`src/rtl/rvs_pkg.sv`:
```
package rvs_pkg;

  typedef enum logic [1:0] {
    RVS_IDLE = 2'd0,
    RVS_WALK = 2'd1,
    RVS_DONE = 2'd2
  } rvs_state_e;

endpackage

```
`src/rtl/rvs_lfsr.sv`:
```
module rvs_lfsr #(
  parameter int          OUT_W = 3,
  parameter logic [15:0] SEED  = 16'hACE1
) (
  input  logic             clk,
  input  logic             rst_n,
  output logic [OUT_W-1:0] rnd
);
  logic [15:0] q;
  logic        fb;

  // taps for a maximal-length 16-bit sequence
  assign fb = q[15] ^ q[13] ^ q[12] ^ q[10];

  always_ff @(posedge clk or negedge rst_n) begin
    if (!rst_n) q <= SEED;
    else        q <= {q[14:0], fb};
  end

  assign rnd = q[OUT_W-1:0];
endmodule

```
`src/rtl/rvs_index_gen.sv`:
```
module rvs_index_gen #(
  parameter int IDX_W      = 12,
  parameter int CNT_W      = 6,
  parameter int SET_W      = 8,
  parameter int SA_ENTRIES = 2048
) (
  input  logic             set_mode,
  input  logic [SET_W-1:0] set_idx,
  input  logic [CNT_W-1:0] slot,
  output logic [IDX_W-1:0] idx
);
  logic [IDX_W-1:0] slot_ext;
  logic [IDX_W-1:0] set_ext;

  assign slot_ext = IDX_W'(slot);
  assign set_ext  = IDX_W'(set_idx);

  // way-major layout in the set section, then the associative entries
  always_comb begin
    if (set_mode) idx = (slot_ext << SET_W) | set_ext;
    else          idx = slot_ext + IDX_W'(SA_ENTRIES);
  end
endmodule

```
`src/rtl/rvs_walk.sv`:
```
module rvs_walk
  import rvs_pkg::*;
#(
  parameter int IDX_W = 12,
  parameter int CNT_W = 6
) (
  input  logic             clk,
  input  logic             rst_n,
  input  logic             start,
  input  logic             cand_present,
  input  logic             cand_foreign,
  input  logic [CNT_W-1:0] last_slot,
  input  logic [IDX_W-1:0] cand_idx,
  input  logic [IDX_W-1:0] rnd_idx,
  output logic [CNT_W-1:0] slot,
  output logic             idle,
  output logic             walking,
  output logic             done,
  output logic [IDX_W-1:0] result
);
  rvs_state_e       state;
  logic             have_foreign;
  logic [IDX_W-1:0] foreign_idx;

  always_ff @(posedge clk or negedge rst_n) begin
    if (!rst_n) begin
      state        <= RVS_IDLE;
      slot         <= '0;
      have_foreign <= 1'b0;
      foreign_idx  <= '0;
      result       <= '0;
    end else begin
      unique case (state)
        RVS_IDLE: begin
          if (start) begin
            state        <= RVS_WALK;
            slot         <= '0;
            have_foreign <= 1'b0;
          end
        end
        RVS_WALK: begin
          if (!cand_present) begin
            result <= cand_idx;
            state  <= RVS_DONE;
          end else begin
            if (cand_foreign) begin
              foreign_idx  <= cand_idx;
              have_foreign <= 1'b1;
            end
            if (slot == last_slot) begin
              if (cand_foreign)      result <= cand_idx;
              else if (have_foreign) result <= foreign_idx;
              else                   result <= rnd_idx;
              state <= RVS_DONE;
            end else begin
              slot <= slot + CNT_W'(1);
            end
          end
        end
        RVS_DONE: state <= RVS_IDLE;
        default:  state <= RVS_IDLE;
      endcase
    end
  end

  assign idle    = (state == RVS_IDLE);
  assign walking = (state == RVS_WALK);
  assign done    = (state == RVS_DONE);
endmodule

```
`src/rtl/refill_victim_sel.sv`:
```
module refill_victim_sel #(
  parameter int          VA_W      = 48,
  parameter int          PS_W      = 6,
  parameter int          ASID_W    = 10,
  parameter int          SET_W     = 8,
  parameter int          WAYS      = 8,
  parameter int          ASSOC_N   = 64,
  parameter logic [15:0] LFSR_SEED = 16'hACE1,
  localparam int SETS       = 1 << SET_W,
  localparam int SA_ENTRIES = WAYS * SETS,
  localparam int TOTAL      = SA_ENTRIES + ASSOC_N,
  localparam int IDX_W      = $clog2(TOTAL),
  localparam int MAXC       = (WAYS > ASSOC_N) ? WAYS : ASSOC_N,
  localparam int CNT_W      = $clog2(MAXC)
) (
  input  logic              clk,
  input  logic              rst_n,
  input  logic              req_valid,
  output logic              req_ready,
  input  logic [PS_W-1:0]   req_pg_size,
  input  logic [PS_W-1:0]   cfg_set_pg_size,
  input  logic [ASID_W-1:0] cur_asid,
  input  logic [VA_W-1:0]   req_vaddr,
  output logic              cand_en,
  output logic [IDX_W-1:0]  cand_idx,
  input  logic              cand_present,
  input  logic [ASID_W-1:0] cand_asid,
  output logic              res_valid,
  output logic [IDX_W-1:0]  res_index
);
  logic              accept;
  logic [PS_W:0]     shamt;
  logic [SET_W-1:0]  set_d;
  logic              mode_q;
  logic [SET_W-1:0]  set_q;
  logic [ASID_W-1:0] asid_q;
  logic              foreign;
  logic [CNT_W-1:0]  last_slot;
  logic [CNT_W-1:0]  rnd_raw;
  logic [CNT_W-1:0]  rnd_slot;
  logic [CNT_W-1:0]  slot;
  logic [IDX_W-1:0]  rnd_idx;

  assign accept = req_valid && req_ready;
  assign shamt  = {1'b0, cfg_set_pg_size} + (PS_W+1)'(1);
  assign set_d  = SET_W'(req_vaddr >> shamt);

  // request fields are captured once, at the accepting edge
  always_ff @(posedge clk or negedge rst_n) begin
    if (!rst_n) begin
      mode_q <= 1'b0;
      set_q  <= '0;
      asid_q <= '0;
    end else if (accept) begin
      mode_q <= (req_pg_size == cfg_set_pg_size);
      set_q  <= set_d;
      asid_q <= cur_asid;
    end
  end

  assign foreign   = (cand_asid != asid_q);
  assign last_slot = mode_q ? CNT_W'(WAYS - 1) : CNT_W'(ASSOC_N - 1);
  assign rnd_slot  = rnd_raw & last_slot;

  rvs_lfsr #(.OUT_W(CNT_W), .SEED(LFSR_SEED)) u_lfsr (
    .clk (clk),
    .rst_n (rst_n),
    .rnd (rnd_raw)
  );

  rvs_index_gen #(
    .IDX_W(IDX_W), .CNT_W(CNT_W), .SET_W(SET_W), .SA_ENTRIES(SA_ENTRIES)
  ) u_cand_map (
    .set_mode (mode_q),
    .set_idx  (set_q),
    .slot     (slot),
    .idx      (cand_idx)
  );

  rvs_index_gen #(
    .IDX_W(IDX_W), .CNT_W(CNT_W), .SET_W(SET_W), .SA_ENTRIES(SA_ENTRIES)
  ) u_rnd_map (
    .set_mode (mode_q),
    .set_idx  (set_q),
    .slot     (rnd_slot),
    .idx      (rnd_idx)
  );

  rvs_walk #(.IDX_W(IDX_W), .CNT_W(CNT_W)) u_walk (
    .clk          (clk),
    .rst_n        (rst_n),
    .start        (accept),
    .cand_present (cand_present),
    .cand_foreign (foreign),
    .last_slot    (last_slot),
    .cand_idx     (cand_idx),
    .rnd_idx      (rnd_idx),
    .slot         (slot),
    .idle         (req_ready),
    .walking      (cand_en),
    .done         (res_valid),
    .result       (res_index)
  );
endmodule

```
`config.mk`:
```
export PLATFORM = sky130hd
export DESIGN_NAME = refill_victim_sel
export DESIGN_NICKNAME = d
export VERILOG_FILES = /design/src/rtl/rvs_pkg.sv /design/src/rtl/rvs_lfsr.sv /design/src/rtl/rvs_index_gen.sv /design/src/rtl/rvs_walk.sv /design/src/rtl/refill_victim_sel.sv
export SDC_FILE = /design/constraint.sdc
export NUM_CORES = 1
export LEC_CHECK = 0
export ABC_AREA = 1
export BUFFER_PORTS_ARGS = -buffer_cell sky130_fd_sc_hd__buf_4
export CORE_UTILIZATION = 40
export CTS_BUF_LIST = sky130_fd_sc_hd__clkbuf_4 sky130_fd_sc_hd__clkbuf_8 sky130_fd_sc_hd__clkbuf_16
export CTS_CLUSTER_DIAMETER = 40
export CTS_CLUSTER_SIZE = 16
export DETAILED_ROUTE_END_ITERATION = 12
export PLACE_DENSITY = 0.71
export SETUP_SLACK_MARGIN = 0.4
export SLEW_MARGIN = 30
export SYNTH_ARGS = -nofsm -noshare
export SYNTH_HDL_FRONTEND = slang
export SYNTH_SLANG_ARGS = --single-unit
```
`constraint.sdc`:
```
create_clock -name clk -period 2 [get_ports clk]
set_input_delay 0.4 -clock clk [delete_from_list [all_inputs] [get_ports clk]]
set_output_delay 0.4 -clock clk [all_outputs]
set_load 0.01 [all_outputs]
```
==> results.yml <==
outcome:
  status: "finished clean"
setup_path:
  crit_end: "cand_idx[1]"
  worstReg2RegStart: "mode_q"
  crit_required_ps: 1600
  crit_path_start: "mode_q"
  reg2reg_depth: 9
  r2r_end: "u_walk.slot[3]"
  crit_path_end_kind: "primary output"
  worstSetupPathType: "flop to primary output"
  cp-start-kind: "flop"
  arrival_ps: 1340
  path_max_fanout: 7
  ff2ff_setup_slack_ps: 310
finish:
  synthToLayoutAreaGrowth_pct: 34.46
  layout_common_cells: "nand2_1, nand3_1, buf_4, dfrtp_1, nor2_1"
  nets: 1037
  layout_commonest_cell: "nand2_1"
  fill_cells: 1229
  layout-drive-gt1-share_pct: 23.43
  num_antenna_cells: 0
power:
  swShare_pct: 37.95
  power_switching_uw: 2306
  power_density_mw_per_mm2: 889.8
  p_int_uw: 3771
  power_frac_clock_pct: 26.3
  p_seq_share_pct: 33.2
  peakVddDrop_mv: 0.4818
  p_leak_uw: 0.003602
  p_comb_share_pct: 40.5
yosys:
  synthArstFlopShare_pct: 100.0
  ys_types: 27
  synth-compound-area-share_pct: 7.586
  synth_top_family_by_area: "simple AND/OR/NAND/NOR gates"
  synth.avg_cell_area_sq_um: 6.120
  synth_area_sq_mm: 0.005080
  synthXorXnorAreaFrac_pct: 2.069
  syn_inst: 830
  synthMuxAreaShare_pct: 0
  ys_seq_elements: 68
  yosys.area_share.simple_pct: 47.76
  yosysSeqAreaShare_pct: 33.69
  synth_fa_ha_area_share_pct: 0.4926
  synthFlopType: "dfrtp_1"
  ys_warn_count: 0
  synth_edf_count: 0
  synth_nets: 916
global_route:
  grt_max_degree: 62
  grt_pass1_wl_um: 24980
  antenna_found_initial: 0
  overflow: 0
  grt.total_usage_pct: 24.00
  grt_pass1_vias: 5322
timing:
  hold_violations: 0
  tightestPinTransition_ps: 503.3
  fin_setup_tns_ps: 0
  fin_crit_ps: 1737
  finClkSkew_ps: 7.475
  max-slew-margin-rel_pct: 66.45
  period_share_pct: 86.83
  rsz0062_at_grt: "yes"
  setup_viol: 0
  max_clock_freq_ghz: 0.5758
  setup_slack_ps: 263.4
  slew_violations: 0
cts:
  cts.sinks: 68
  cts_root_buf: "clkbuf_16"
  clock_path_buffers: 2
  worst_skew_pair.late_latency_ps: 330
  cts_tree: "built"
  cts_buffers: 9
  cts-htree-levels: 3
  clk_pin_slew_ps: 60
routing:
  drtIter0Drc: 478
  viasPerCell: 5.125
  dr.pass1.iters: 5
  dr_total_vias: 5761
  drc: 0
  wl_per_cell_um: 13.55
  postRouteAntennaNets: 0
  totalWireLength_um: 15240
floorplan:
  die_h_um: 114.7
  initial_core_util_pct: 41.60
  die_w_um: 114.7
  rows: 40
  die_area_sq_mm: 0.01315
  io-pin-count: 111
  fp.coreArea_sq_mm: 0.01221
place:
  port_buffers: 109
  hpwl_um: 10730
  place.gp.congestion: 0.8752
  pre_cts_slack_ps: 171.9
worst_hold_path:
  min_path_type: "input pin to flop"
  min_from: "cur_asid[5]"
run:
  max_cap_violations: 0
[area by class of cell]
type	count	area (sq um)	share of cell area (%)
Multi-Input combinational cell	661	3115	45.61
Sequential cell	68	1714	25.10
Clock inverter	6	63.81	0.9342
Timing Repair inverter	1	5.005	0.07327
Clock buffer	10	239.0	3.499
Tap cell	168	210.2	3.077
Timing Repair Buffer	148	1227	17.97
Inverter	62	255.2	3.737
[registers in the layout, indices dropped and copies added (netlist names)]
signal               cells
u_walk.result           12
u_walk.state             2
set_q                    8
u_walk.foreign_idx      12
mode_q                   1
asid_q                  10
u_lfsr.q                16
u_walk.slot              6
u_walk.have_foreign      1
[power groups by stage]
| stage | sequential (uW) | combinational, uW | clock, uW |
|---|---|---|---|
| global placement | 1990 | 2070 | 0 |
| global route | 2060 | 2760 | 1670 |
| floorplan | 1950 | 1320 | 0 |
| detailed placement | 1990 | 2100 | 0 |
| CTS | 2000 | 2210 | 1620 |
| finish | 2020 | 2460 | 1600 |
[what timing repair did]
action | in CTS | in global routing
setup endpoints to repair | 39 | 40
setup buffers | 8 | 6
hold buffers | 1 | 0
gates resized for setup | 33 | 37
gates cloned | 0 | 2
endpoints found under the hold margin | 7 | 0
pin swaps | 1 | 9
[metrics by stage]
stage / power, uW / std cells / hold slack [ps] / utilization, % / area (sq um)
2_1_floorplan: 3278 / 830 / 104.4 / - / 5080
3_3_place_gp: 4055 / 1091 / 233.7 / 50.38 / 6152
3_5_place_dp: 4089 / 1091 / 234.5 / 50.38 / 6152
4_1_cts: 5827 / 1116 / 265.4 / 54.16 / 6614
5_1_grt: 6491 / 1124 / 282.0 / 55.93 / 6830
6_report: 6078 / 1124 / 270.8 / 55.93 / 6830
[cell families after synthesis]
| kind of cell | Yosys count |
|---|---|
| XOR/XNOR | 12 |
| buffers and inverters | 101 |
| AO/OA/AOI/OAI | 74 |
| flip-flops | 68 |
| AND/OR/NAND/NOR | 573 |
| adder cells (fa/ha/maj) | 2 |
[metal layers]
metal,wire (um),up-vias,GRT usage (%)
met5,0,-,0
met4,244,0,7.013
met3,812,21,3.759
met2,7463,185,41.90
met1,6713,2633,30.57
li1,-,2922,-
[cells in the mapped netlist, types with 8 or more instances]
| library cell | n | area share (%) |
|---|---|---|
| inv_1 | 52 | 3.8 |
| a21oi_1 | 31 | 3.1 |
| dfrtp_1 | 60 | 30 |
| dfstp_2 | 8 | 4.1 |
| nand3_1 | 167 | 16 |
| clkbuf_1 | 13 | 0.96 |
| nor2_1 | 60 | 4.4 |
| nand2_1 | 328 | 24 |
| o21ai_0 | 38 | 3.7 |
| buf_2 | 18 | 1.8 |
[critical path: stages (launching register included)]
cell and delay, ps:
dfrtp_2 440, buf_8 150, nand2_4 70, inv_4 40, a21oi_4 140, inv_2 50
buf_6 110
[worst min path at each step]
stage	end	cells after the start
after floorplan	asid_q[0]	0
final	asid_q[5]	3
after CTS	asid_q[5]	3
after global placement	asid_q[1]	1
after global routing	asid_q[5]	3
after detailed placement	asid_q[1]	1
(Power assumes the default switching activity.)
